$ cat config.mk
export PLATFORM = sky130hd
export DESIGN_NAME = jtag_dr_unit
export DESIGN_NICKNAME = d
export VERILOG_FILES = /design/src/rtl/jtag_dr_pkg.sv /design/src/rtl/jtag_tap_fsm.sv /design/src/rtl/jtag_ir.sv /design/src/rtl/jtag_dr_bank.sv /design/src/rtl/jtag_dr_unit.sv
export SDC_FILE = /design/constraint.sdc
export NUM_CORES = 1
export LEC_CHECK = 0
export BUFFER_PORTS_ARGS = -buffer_cell sky130_fd_sc_hd__clkbuf_2
export CAP_MARGIN = 20
export CORE_MARGIN = 2
export CORE_UTILIZATION = 50
export DETAILED_ROUTE_END_ITERATION = 6
export PLACE_DENSITY_LB_ADDON = 0.2
export SKIP_CTS_REPAIR_TIMING = 1
export SLEW_MARGIN = 20
export SYNTH_ARGS = -nofsm -noshare
export SYNTH_HDL_FRONTEND = slang
export SYNTH_SLANG_ARGS = --single-unit
$ cat constraint.sdc
create_clock -name tck -period 3 [get_ports tck]
set_input_delay 0.3 -clock tck [delete_from_list [all_inputs] [get_ports tck]]
set_output_delay 0.3 -clock tck [all_outputs]
set_load 0.05 [all_outputs]
$ cat src/rtl/jtag_dr_pkg.sv
package jtag_dr_pkg;

    localparam int IR_W = 4;

    localparam logic [IR_W-1:0] OP_IDCODE   = 4'h1;
    localparam logic [IR_W-1:0] OP_SAMPLE   = 4'h2;
    localparam logic [IR_W-1:0] OP_DEVRST   = 4'hC;
    localparam logic [IR_W-1:0] OP_BYPASS   = 4'hF;
    localparam logic [IR_W-1:0] IR_CAPTURE  = 4'b0001;

    typedef enum logic [3:0] {
        ST_RESET   = 4'd0,
        ST_IDLE    = 4'd1,
        ST_SEL_DR  = 4'd2,
        ST_CAP_DR  = 4'd3,
        ST_SH_DR   = 4'd4,
        ST_EX1_DR  = 4'd5,
        ST_PA_DR   = 4'd6,
        ST_EX2_DR  = 4'd7,
        ST_UPD_DR  = 4'd8,
        ST_SEL_IR  = 4'd9,
        ST_CAP_IR  = 4'd10,
        ST_SH_IR   = 4'd11,
        ST_EX1_IR  = 4'd12,
        ST_PA_IR   = 4'd13,
        ST_EX2_IR  = 4'd14,
        ST_UPD_IR  = 4'd15
    } tap_state_e;

    typedef enum logic [1:0] {
        PATH_ID,
        PATH_BSR,
        PATH_RST,
        PATH_BYP
    } dr_path_e;

    typedef struct packed {
        logic capture;
        logic shift;
        logic update;
    } strobe_t;

    function automatic dr_path_e decode_op(input logic [IR_W-1:0] op);
        dr_path_e p;
        case (op)
            OP_IDCODE: p = PATH_ID;
            OP_SAMPLE: p = PATH_BSR;
            OP_DEVRST: p = PATH_RST;
            default:   p = PATH_BYP;
        endcase
        return p;
    endfunction

    function automatic tap_state_e tap_next(input tap_state_e s, input logic m);
        tap_state_e n;
        case (s)
            ST_RESET:  n = m ? ST_RESET  : ST_IDLE;
            ST_IDLE:   n = m ? ST_SEL_DR : ST_IDLE;
            ST_SEL_DR: n = m ? ST_SEL_IR : ST_CAP_DR;
            ST_CAP_DR: n = m ? ST_EX1_DR : ST_SH_DR;
            ST_SH_DR:  n = m ? ST_EX1_DR : ST_SH_DR;
            ST_EX1_DR: n = m ? ST_UPD_DR : ST_PA_DR;
            ST_PA_DR:  n = m ? ST_EX2_DR : ST_PA_DR;
            ST_EX2_DR: n = m ? ST_UPD_DR : ST_SH_DR;
            ST_UPD_DR: n = m ? ST_SEL_DR : ST_IDLE;
            ST_SEL_IR: n = m ? ST_RESET  : ST_CAP_IR;
            ST_CAP_IR: n = m ? ST_EX1_IR : ST_SH_IR;
            ST_SH_IR:  n = m ? ST_EX1_IR : ST_SH_IR;
            ST_EX1_IR: n = m ? ST_UPD_IR : ST_PA_IR;
            ST_PA_IR:  n = m ? ST_EX2_IR : ST_PA_IR;
            ST_EX2_IR: n = m ? ST_UPD_IR : ST_SH_IR;
            ST_UPD_IR: n = m ? ST_SEL_DR : ST_IDLE;
            default:   n = ST_RESET;
        endcase
        return n;
    endfunction

endpackage

$ cat src/rtl/jtag_tap_fsm.sv
module jtag_tap_fsm
    import jtag_dr_pkg::*;
(
    input  logic       clk,
    input  logic       rst,
    input  logic       tms,
    output tap_state_e state,
    output strobe_t    ir_stb,
    output strobe_t    dr_stb,
    output logic       in_reset
);

    always_ff @(posedge clk) begin
        if (rst) state <= ST_RESET;
        else     state <= tap_next(state, tms);
    end

    always_comb begin
        ir_stb.capture = (state == ST_CAP_IR);
        ir_stb.shift   = (state == ST_SH_IR);
        ir_stb.update  = (state == ST_UPD_IR);
        dr_stb.capture = (state == ST_CAP_DR);
        dr_stb.shift   = (state == ST_SH_DR);
        dr_stb.update  = (state == ST_UPD_DR);
        in_reset       = (state == ST_RESET);
    end

endmodule

$ cat src/rtl/jtag_ir.sv
module jtag_ir
    import jtag_dr_pkg::*;
(
    input  logic            clk,
    input  logic            rst,
    input  logic            tdi,
    input  strobe_t         stb,
    input  logic            in_reset,
    output logic [IR_W-1:0] ir_q,
    output logic            ir_lsb
);

    logic [IR_W-1:0] ir_sr;

    always_ff @(posedge clk) begin
        if (rst) begin
            ir_sr <= IR_CAPTURE;
            ir_q  <= OP_IDCODE;
        end else begin
            if (stb.capture)    ir_sr <= IR_CAPTURE;
            else if (stb.shift) ir_sr <= {tdi, ir_sr[IR_W-1:1]};

            if (in_reset)        ir_q <= OP_IDCODE;
            else if (stb.update) ir_q <= ir_sr;
        end
    end

    assign ir_lsb = ir_sr[0];

endmodule

$ cat src/rtl/jtag_dr_bank.sv
module jtag_dr_bank
    import jtag_dr_pkg::*;
#(
    parameter int          BSR_LEN = 8,
    parameter logic [31:0] ID_VALUE = 32'h1
) (
    input  logic               clk,
    input  logic               rst,
    input  logic               tdi,
    input  strobe_t            stb,
    input  dr_path_e           path,
    input  logic [BSR_LEN-1:0] pins,
    output logic               dr_lsb,
    output logic [BSR_LEN-1:0] latch_q,
    output logic               rst_bit
);

    localparam int ID_W = 32;

    logic [ID_W-1:0]    id_sr;
    logic [BSR_LEN-1:0] bsr_sr;
    logic               byp_q;

    wire sel_id  = (path == PATH_ID);
    wire sel_bsr = (path == PATH_BSR);
    wire sel_rst = (path == PATH_RST);
    wire sel_byp = (path == PATH_BYP);

    always_ff @(posedge clk) begin
        if (rst) begin
            id_sr <= '0;
        end else if (sel_id && stb.capture) begin
            id_sr <= ID_VALUE;
        end else if (sel_id && stb.shift) begin
            id_sr <= {tdi, id_sr[ID_W-1:1]};
        end
    end

    // boundary chain cells, one per pin
    for (genvar k = 0; k < BSR_LEN; k++) begin : g_cell
        logic shift_in;
        if (k == BSR_LEN - 1) begin : g_top
            assign shift_in = tdi;
        end else begin : g_mid
            assign shift_in = bsr_sr[k+1];
        end

        always_ff @(posedge clk) begin
            if (rst) begin
                bsr_sr[k]  <= 1'b0;
                latch_q[k] <= 1'b0;
            end else if (sel_bsr) begin
                if (stb.capture)     bsr_sr[k] <= pins[k];
                else if (stb.shift)  bsr_sr[k] <= shift_in;
                if (stb.update)      latch_q[k] <= bsr_sr[k];
            end
        end
    end

    always_ff @(posedge clk) begin
        if (rst)                         rst_bit <= 1'b0;
        else if (sel_rst && stb.shift)   rst_bit <= tdi;
    end

    always_ff @(posedge clk) begin
        if (rst)                         byp_q <= 1'b0;
        else if (sel_byp && stb.capture) byp_q <= 1'b0;
        else if (sel_byp && stb.shift)   byp_q <= tdi;
    end

    always_comb begin
        case (path)
            PATH_ID:  dr_lsb = id_sr[0];
            PATH_BSR: dr_lsb = bsr_sr[0];
            PATH_RST: dr_lsb = rst_bit;
            default:  dr_lsb = byp_q;
        endcase
    end

endmodule

$ cat src/rtl/jtag_dr_unit.sv
module jtag_dr_unit
    import jtag_dr_pkg::*;
#(
    parameter int          BSR_LEN    = 8,
    parameter logic [3:0]  ID_VERSION = 4'h3,
    parameter logic [15:0] ID_PART    = 16'h5A3C,
    parameter logic [10:0] ID_MANUF   = 11'h0A5
) (
    input  logic               tck,
    input  logic               rst,
    input  logic               tms,
    input  logic               tdi,
    input  logic [BSR_LEN-1:0] pins_in,
    output logic               tdo,
    output logic               tdo_en,
    output logic               dev_reset_req,
    output logic [BSR_LEN-1:0] bsr_latch
);

    localparam logic [31:0] ID_VALUE = {ID_VERSION, ID_PART, ID_MANUF, 1'b1};

    tap_state_e      state;
    strobe_t         ir_stb;
    strobe_t         dr_stb;
    logic            in_reset;
    logic [IR_W-1:0] ir_cur;
    logic            ir_lsb;
    logic            dr_lsb;
    dr_path_e        path;
    logic            tdo_d;
    logic            tdo_en_d;

    jtag_tap_fsm u_fsm (
        .clk      (tck),
        .rst      (rst),
        .tms      (tms),
        .state    (state),
        .ir_stb   (ir_stb),
        .dr_stb   (dr_stb),
        .in_reset (in_reset)
    );

    jtag_ir u_ir (
        .clk      (tck),
        .rst      (rst),
        .tdi      (tdi),
        .stb      (ir_stb),
        .in_reset (in_reset),
        .ir_q     (ir_cur),
        .ir_lsb   (ir_lsb)
    );

    assign path = decode_op(ir_cur);

    jtag_dr_bank #(
        .BSR_LEN  (BSR_LEN),
        .ID_VALUE (ID_VALUE)
    ) u_dr (
        .clk     (tck),
        .rst     (rst),
        .tdi     (tdi),
        .stb     (dr_stb),
        .path    (path),
        .pins    (pins_in),
        .dr_lsb  (dr_lsb),
        .latch_q (bsr_latch),
        .rst_bit (dev_reset_req)
    );

    always_comb begin
        tdo_en_d = ir_stb.shift | dr_stb.shift;
        tdo_d    = ir_stb.shift ? ir_lsb : dr_lsb;
    end

    // serial output retimed to the falling edge
    always_ff @(negedge tck) begin
        if (rst) begin
            tdo    <= 1'b0;
            tdo_en <= 1'b0;
        end else begin
            tdo    <= tdo_en_d ? tdo_d : 1'b0;
            tdo_en <= tdo_en_d;
        end
    end

endmodule

* Word level (Yosys, flattened, before mapping)
Index checks and enable logic that the tools add are counted.
Cells by class: $mul 0, reduce and logical (&&, ||, !) cells 19, mux-type cells 34, add/sub/neg operators 0, divide/modulo/power cells 0, $lt $le $gt $ge 0, bitwise operators 2, equality and inequality tests 21, shift operators 0
Operators with widths (count):
- $mux 30 | 2
- $pmux 4 s12 | 1
- $eq 4x4->1 const B | 9
- $mux 1 | 20
- $eq 4x3->1 const B | 4
- $mux 4 | 4
- $reduce_or 2->1 | 7
- $eq 4x2->1 const B | 3
- $eq 4x1->1 const B | 2
- $mux 2 | 3
- $mux 3 | 2
- $pmux 2 s3 | 1
- $logic_and 1x1->1 | 5
- $eq 2x2->1 const B | 2
- $logic_not 4->1 | 1
- $reduce_and 2->1 | 2
- $reduce_bool 2->1 | 2
- $pmux 1 s3 | 1
- $reduce_or 3->1 | 1
- $eq 2x1->1 const B | 1
- $logic_not 2->1 | 1
- $not 1->1 | 1
- $or 1x1->1 | 1
Word-level totals: bits in registers 64, memories kept 0, input bits 12, logic and storage cells 101, bits in writable memories 0, output and inout bits 11, latch bits 0, bits in read-only memories 0

* Longest topological paths before layout
Gate-level depths: netlist (run 1).
depth after elaboration 6, gate-level depth with buffers 7, depth with buffers taken out 4

* Hierarchy
Synthesis (run 1) repeated with hierarchy kept, for this count alone.
Second synthesis, totals: cells, all modules 322, area, all modules 2768.9 um2
By module, submodules not included:
- jtag_dr_bank | cells each 232, seq. area each 1001.0 um2, area an instance 2009.4 um2, times used 1
- jtag_tap_fsm | cells each 48, seq. area each 80.1 um2, area an instance 359.1 um2, times used 1
- jtag_ir | cells each 29, seq. area each 160.2 um2, area an instance 299.0 um2, times used 1
- jtag_dr_unit | cells each 13, seq. area each 40.0 um2, area an instance 101.3 um2, times used 1

==> results.ini, run 1 <==
[drt]
post_drt_via_cell_ratio=5.75
drc=0
routed-via-count=2281
drtAntennaViolNets=0
met1Wirelength_um=2700
met3WireLength_um=288
length_of_the_first_detailed_routing_pass_in_iterations=5
met2_wirelength_um=2650
first_iter_violations=138
totalWireLength_um=5700
post_drt_wl_per_cell_um=14.4
top_sig_layer=met4

[timing]
slew_viols_final=0
hold_violations=0
rsz0062_at_grt=no
slew_headroom=0.491
number_of_setup_violations_in_the_final_report=0
fin_tns_setup_ns=0
clock-skew-final_ns=0.0368
worst-slew-pin-transition_ns=0.753

[critical_path]
worst_setup_path_start_kind=flip-flop
critPathKind=reg2reg
ff2ff_setup_slack_ns=0.14
crit_arrival_ns=1.61
critPathSlowestCell=or4b_1
worst_r2r_startpoint=u_ir.ir_q[1]$_SDFFE_PP0N_
timing.rr.end=tdo$_SDFF_NP0_
worstSetupEndpointType=flip-flop
cp_max_fo=8
critPathTopFamily=simple AND/OR/NAND/NOR gates
cp.buffers_inverters=0
r2r_cells=4
worst_ep_required_time_ns=1.75
crit_path_cell_trace=or4b_1 -> o311a_2 -> nand2_1 -> a311oi_1
critical_path.max_stage_delay_ns=0.58

[placed_design]
post_dp_cell_area_um2=2930
gp_congestion=0.827
place_hpwl_um=3730
port_buffers=22

[floorplanning]
starting_density_of_the_core=0.526
rows=26
die_h_um=78.0
ioPinCount=23
die_width_um=78.0
die_area_um2=6080
core_um2=5200

[synth]
yosys_warnings=0
ys_seq_elements=64
netlist_area_um2=2740
ys_seq_area_frac=0.468
number_of_distinct_library_cells_after_synthesis=46
synth.area.top_cells=dfxtp_1, nor2_1, o221a_2, nand2_1, mux2i_1
synth_top_flop_cell=dfxtp_1
synthesis.nets=311
netlist_instances=299
synth_top_cell_by_area=dfxtp_1
ys_async_sr_fraction=0
post-synth-top-area-fraction=0.468
synthMostInstantiatedCell=dfxtp_1
syn_area_per_cell_um2=9.16
synth_enable_flop_cells=0
synthTopCellsByCount=dfxtp_1, nor2_1, nand2_1

[final_layout]
layout-drive-gt1-share=0.226
area.growth.synth_to_final_pct=14.4
fin_area_um2=3130
antenna-diode-count=0
nets=334

[hold_path]
timing.hold.worst.class=in2reg
min_to=u_dr.g_cell[4].shift_in$_SDFFE_PP0P_
holdPathStages=3
hold_path_startpoint=pins_in[5]

[global_routing]
grt_util_all_layers=0.212
global_route.overflow_total=0
grt_max_degree=18
grt_pass1_wl_um=10100
antenna_found_initial=0
first_global_vias=2105

[clock_tree]
cts-htree-levels=3
cts_root_buf=clkbuf_8
clock_tree.buffer_depth=2
cts_inserted_buffers=9
tritoncts_num_sinks=64
worstSkewPairLatency_ns=0.38
clock_pin_slew_on_the_worst_setup_and_hold_paths_ns=0.07
tritoncts=done

[power]
power.leakage_nw=1.17
peak_supply_drop_mv=0.322
powerDensity_nw_per_um2=557

[status]
status=finished, final reports clean

[flow_run]
maxCapViolations=0

-- kinds of logic (layout without fill, tap and decap cells) --
kind of cell	Yosys count	after routing	share of synthesized area
and+or+nand+nor	104	104	0.189
muxes	12	12	0.0439
DFF	64	64	0.468
AOI/OAI and AO/OA	88	88	0.247
buffers and inverters	31	59	0.0526
-- per-layer routing --
metal  global-route usage  vias up
li1                     -     1146
met1                0.278     1082
met2                0.312       46
met3               0.0733        7
met4                0.100        0
met5                    0        -
-- how the worst max path moves through the flow --
| stage | from | end | cells past startpoint |
|---|---|---|---|
| after floorplan | u_ir.ir_q[1]$_SDFFE_PP0N_ | tdo$_SDFF_NP0_ | 5 |
| after global placement | u_ir.ir_q[1]$_SDFFE_PP0N_ | tdo$_SDFF_NP0_ | 4 |
| after detailed placement | u_ir.ir_q[1]$_SDFFE_PP0N_ | tdo$_SDFF_NP0_ | 4 |
| after CTS | u_ir.ir_q[1]$_SDFFE_PP0N_ | tdo$_SDFF_NP0_ | 4 |
| after global routing | u_ir.ir_q[0]$_SDFFE_PP1N_ | tdo$_SDFF_NP0_ | 4 |
| final | u_ir.ir_q[1]$_SDFFE_PP0N_ | tdo$_SDFF_NP0_ | 4 |
-- state kept, by name, indices dropped and copies added, names as in the netlist --
register and count:
u_dr.id_sr 32, u_dr.latch_q 8, u_dr.g_cell.shift_in 7, u_fsm.state 4, u_ir.ir_q 4, u_ir.ir_sr 4
tdo 1, tdo_en 1, u_dr.bsr_sr 1, u_dr.byp_q 1, u_dr.rst_bit 1
-- worst reg2reg max path, stage by stage (launching register included) --
cell and delay, ns:
dfxtp_1 0.36, or4b_1 0.58, o311a_2 0.17, nand2_1 0.08
a311oi_1 0.08
-- layout by cell type (no fill, tap or decap), types with 2 or more instances in the layout --
cell type and instances:
a311oi_1 8, a22oi_1 16, clkinv_2 2, a21o_1 2, nor2b_1 4, nand4_1 2, clkbuf_2 22, a2111oi_0 2
nand3b_1 2, buf_4 15, o22ai_1 4, nand2_1 33, or4b_1 2, a311oi_2 2, nand3_1 12, o221a_2 12
o21ai_0 17, dfxtp_1 64, nor2_1 36, mux2i_1 12, clkbuf_8 10, nor4b_1 3, inv_1 6, a21oi_1 14
-- layout make-up --
class                   count  area [um2]
clock buffers              11         141
clock inverters             7        63.8
fillers                   457        2070
inverters                   4        15.0
multi-input cells         204        1320
flip-flops and latches     64        1280
well taps                  70        87.6
repair buffers             37         223
-- power breakdown --
group          total, W  switching, W  internal [W]
clock network  0.000746      0.000338      0.000408
logic          0.000120     0.0000716     0.0000479
registers      0.000879     0.0000119      0.000867
total           0.00174      0.000421       0.00132
-- per-stage QoR --
stage	hold WS, ns	power (W)	instances	worst slack [ns]	util
3_3_place_gp	0.467	0.00102	380	0.162	0.563
3_5_place_dp	0.468	0.00102	380	0.130	0.563
2_1_floorplan	0.390	0.000987	299	0.0538	-
5_1_grt	0.183	0.00182	397	0.0902	0.601
6_report	0.193	0.00174	397	0.137	0.601
4_1_cts	0.170	0.00176	397	0.141	0.601
Power figures use the tool's default switching activity.
==> inputs of run 2 (changes only) <==
--- a/config.mk
+++ b/config.mk
@@ -5,6 +5,7 @@
 export SDC_FILE = /design/constraint.sdc
 export NUM_CORES = 1
 export LEC_CHECK = 0
+export ABC_AREA = 1
 export BUFFER_PORTS_ARGS = -buffer_cell sky130_fd_sc_hd__clkbuf_2
 export CAP_MARGIN = 20
 export CORE_MARGIN = 2
==> results.ini, run 2 <==
[global_routing]
first_global_vias=2356  ; +12%
grt_pass1_wl_um=10400  ; +3.9%
grt_max_degree=28  ; +10
antenna_found_initial=0  ; unchanged
global_route.overflow_total=0  ; unchanged
grt_util_all_layers=0.211  ; -0.000829

[timing]
slew_viols_final=0  ; unchanged
hold_violations=0  ; unchanged
worst-slew-pin-transition_ns=0.530  ; -0.223 ns
slew_headroom=0.646  ; +0.155
number_of_setup_violations_in_the_final_report=0  ; unchanged
clock-skew-final_ns=0.0425  ; +0.00561 ns
fin_tns_setup_ns=0  ; unchanged
rsz0062_at_grt=no

[critical_path]
crit_arrival_ns=1.68  ; +0.07 ns
cp.buffers_inverters=1  ; +1
critPathSlowestCell=dfxtp_1
critPathTopFamily=simple AND/OR/NAND/NOR gates
worstSetupEndpointType=flip-flop
critical_path.max_stage_delay_ns=0.47  ; -0.11 ns
worst_ep_required_time_ns=1.82  ; +0.07 ns
critPathKind=reg2reg
cp_max_fo=8  ; unchanged
worst_setup_path_start_kind=flip-flop
crit_path_cell_trace=nand2_2 -> nor2_2 -> o21ai_0 -> a21oi_1 -> nand2_1 -> inv_1

[clock_tree]
worstSkewPairLatency_ns=0.37  ; about the same
tritoncts=done
cts-htree-levels=3  ; unchanged
clock_pin_slew_on_the_worst_setup_and_hold_paths_ns=0.07  ; about the same
cts_root_buf=clkbuf_8
clock_tree.buffer_depth=2  ; unchanged
tritoncts_num_sinks=64  ; unchanged
cts_inserted_buffers=9  ; unchanged

[synth]
yosys_warnings=0  ; unchanged
post-synth-top-area-fraction=0.443  ; -0.0255
number_of_distinct_library_cells_after_synthesis=25  ; -46%
synth_top_flop_cell=dfxtp_1
netlist_area_um2=2900  ; +5.8%
synthMostInstantiatedCell=nand2_1
synthesis.nets=444  ; +43%
synth.area.top_cells=dfxtp_1, nand2_1, nor2_1, a21oi_1, inv_1
ys_seq_area_frac=0.443  ; -0.0255
ys_seq_elements=64  ; unchanged
netlist_instances=432  ; +44%
synth_enable_flop_cells=0  ; unchanged
synth_top_cell_by_area=dfxtp_1
syn_area_per_cell_um2=6.70  ; -27%
synthTopCellsByCount=nand2_1, nor2_1, dfxtp_1
ys_async_sr_fraction=0  ; unchanged

[final_layout]
filler_cell_count=550  ; +20%
area.growth.synth_to_final_pct=11.1
max_flop_register=u_dr.id_sr
antenna-diode-count=0  ; unchanged
layout_commonest_cell=nand2_1
largest_reg_flops=32  ; unchanged
nets=466  ; +40%
final-seq-area_um2=1280  ; unchanged
fin_area_um2=3220  ; +2.8%
multi_input_logic_area_um2=1350  ; +2.7%
final_cell_mix=nand2_1, nor2_1, dfxtp_1
layout-drive-gt1-share=0.144  ; -0.0825

[power]
power.leakage_nw=1.45  ; +24%
powerDensity_nw_per_um2=506  ; -9.2%
peak_supply_drop_mv=0.291  ; -9.5%

[placed_design]
place_hpwl_um=4140  ; +11%
gp_congestion=0.882  ; +6.7%
port_buffers=22  ; unchanged
post_dp_cell_area_um2=3030  ; +3.5%

[floorplanning]
starting_density_of_the_core=0.523  ; -0.00338
core_um2=5540  ; +6.4%
die_area_um2=6420  ; +5.5%
die_h_um=80.1  ; +2.7%
die_width_um=80.1  ; +2.7%
ioPinCount=23  ; unchanged
rows=27  ; +3.8%

[drt]
post_drt_wl_per_cell_um=11.5  ; -20%
first_iter_violations=139  ; +0.72%
drtAntennaViolNets=0  ; unchanged
post_drt_via_cell_ratio=4.91  ; -15%
routed-via-count=2605  ; +14%
length_of_the_first_detailed_routing_pass_in_iterations=4  ; -1
totalWireLength_um=6130  ; +7.5%
drc=0  ; unchanged

[flow_run]
maxCapViolations=0  ; unchanged

[hold_path]
timing.hold.worst.class=in2reg

[status]
status=finished, final reports clean

-- run 2: changes by cell type in the layout (fill, tap and decap cells not counted), moves of 7 or more --
cell and delta:
nand2_2 +8, nand2_1 +90, a22oi_1 -16, inv_1 +37, a311oi_1 -8, a21oi_1 +20, nor2_2 +7, nor2_1 +43
o21ai_0 +11, mux2i_1 -12, o221a_2 -12, buf_4 -12
-- run 2: layout make-up --
cell class / instances / share of cell area
inverter: 45 / 0.0525
tap: 72 / 0.0280
sequential: 64 / 0.398
clock buffer: 10 / 0.0428
multi-input combinational: 307 / 0.421
clock inverter: 8 / 0.0163
timing repair buffer: 25 / 0.0412
-- run 2: final timing paths --
kind / from / endpoint / slack [ns] / cells after the start
max: u_fsm.state[0]$_SDFF_PP0_ / tdo$_SDFF_NP0_ / 0.14 / 6
min: pins_in[6] / u_dr.g_cell[5].shift_in$_SDFFE_PP0P_ / 0.29 / 5
max reg2reg: u_fsm.state[0]$_SDFF_PP0_ / tdo$_SDFF_NP0_ / 0.14 / 6
min reg2reg: u_dr.id_sr[10]$_SDFFE_PP0N_ / u_dr.id_sr[9]$_SDFFE_PP0N_ / 0.46 / 2
-- run 2: metal layers --
metal / GRT usage / wire (um) / up-vias
met5: 0 / 0 / -
met4: 0.0729 / 95 / 0
met3: 0.0708 / 320 / 8
met2: 0.341 / 2680 / 49
met1: 0.263 / 3040 / 1163
li1: - / - / 1385
-- run 2: worst register-to-register path, stage by stage, from the launching register on --
cell and delay (ns):
dfxtp_1 0.47, nand2_2 0.16, nor2_2 0.31, o21ai_0 0.17, a21oi_1 0.14, nand2_1 0.06, inv_1 0.04
-- run 2: through the flow --
stage	hold slack [ns]	util	power, W	instances	worst slack [ns]
after floorplan	0.435	-	0.000948	432	0.277
after global placement	0.447	0.547	0.000970	514	0.171
after detailed placement	0.452	0.547	0.000971	514	0.133
after CTS	0.276	0.581	0.00164	531	0.139
after global routing	0.304	0.581	0.00170	531	0.00885
final	0.286	0.581	0.00163	531	0.140
-- run 2: kinds of logic (layout without fill, tap and decap cells) --
logic type / Yosys count / after routing / synth area share
AOI/OAI and AO/OA: 68 / 68 / 0.122
and+or+nand+nor: 239 / 239 / 0.346
DFF: 64 / 64 / 0.443
buffers and inverters: 61 / 88 / 0.0899
-- run 2: power breakdown --
part           internal (W)  switching, W
clock              0.000326      0.000356
sequential         0.000857    0.00000717
combinational     0.0000248     0.0000564
total               0.00121      0.000420
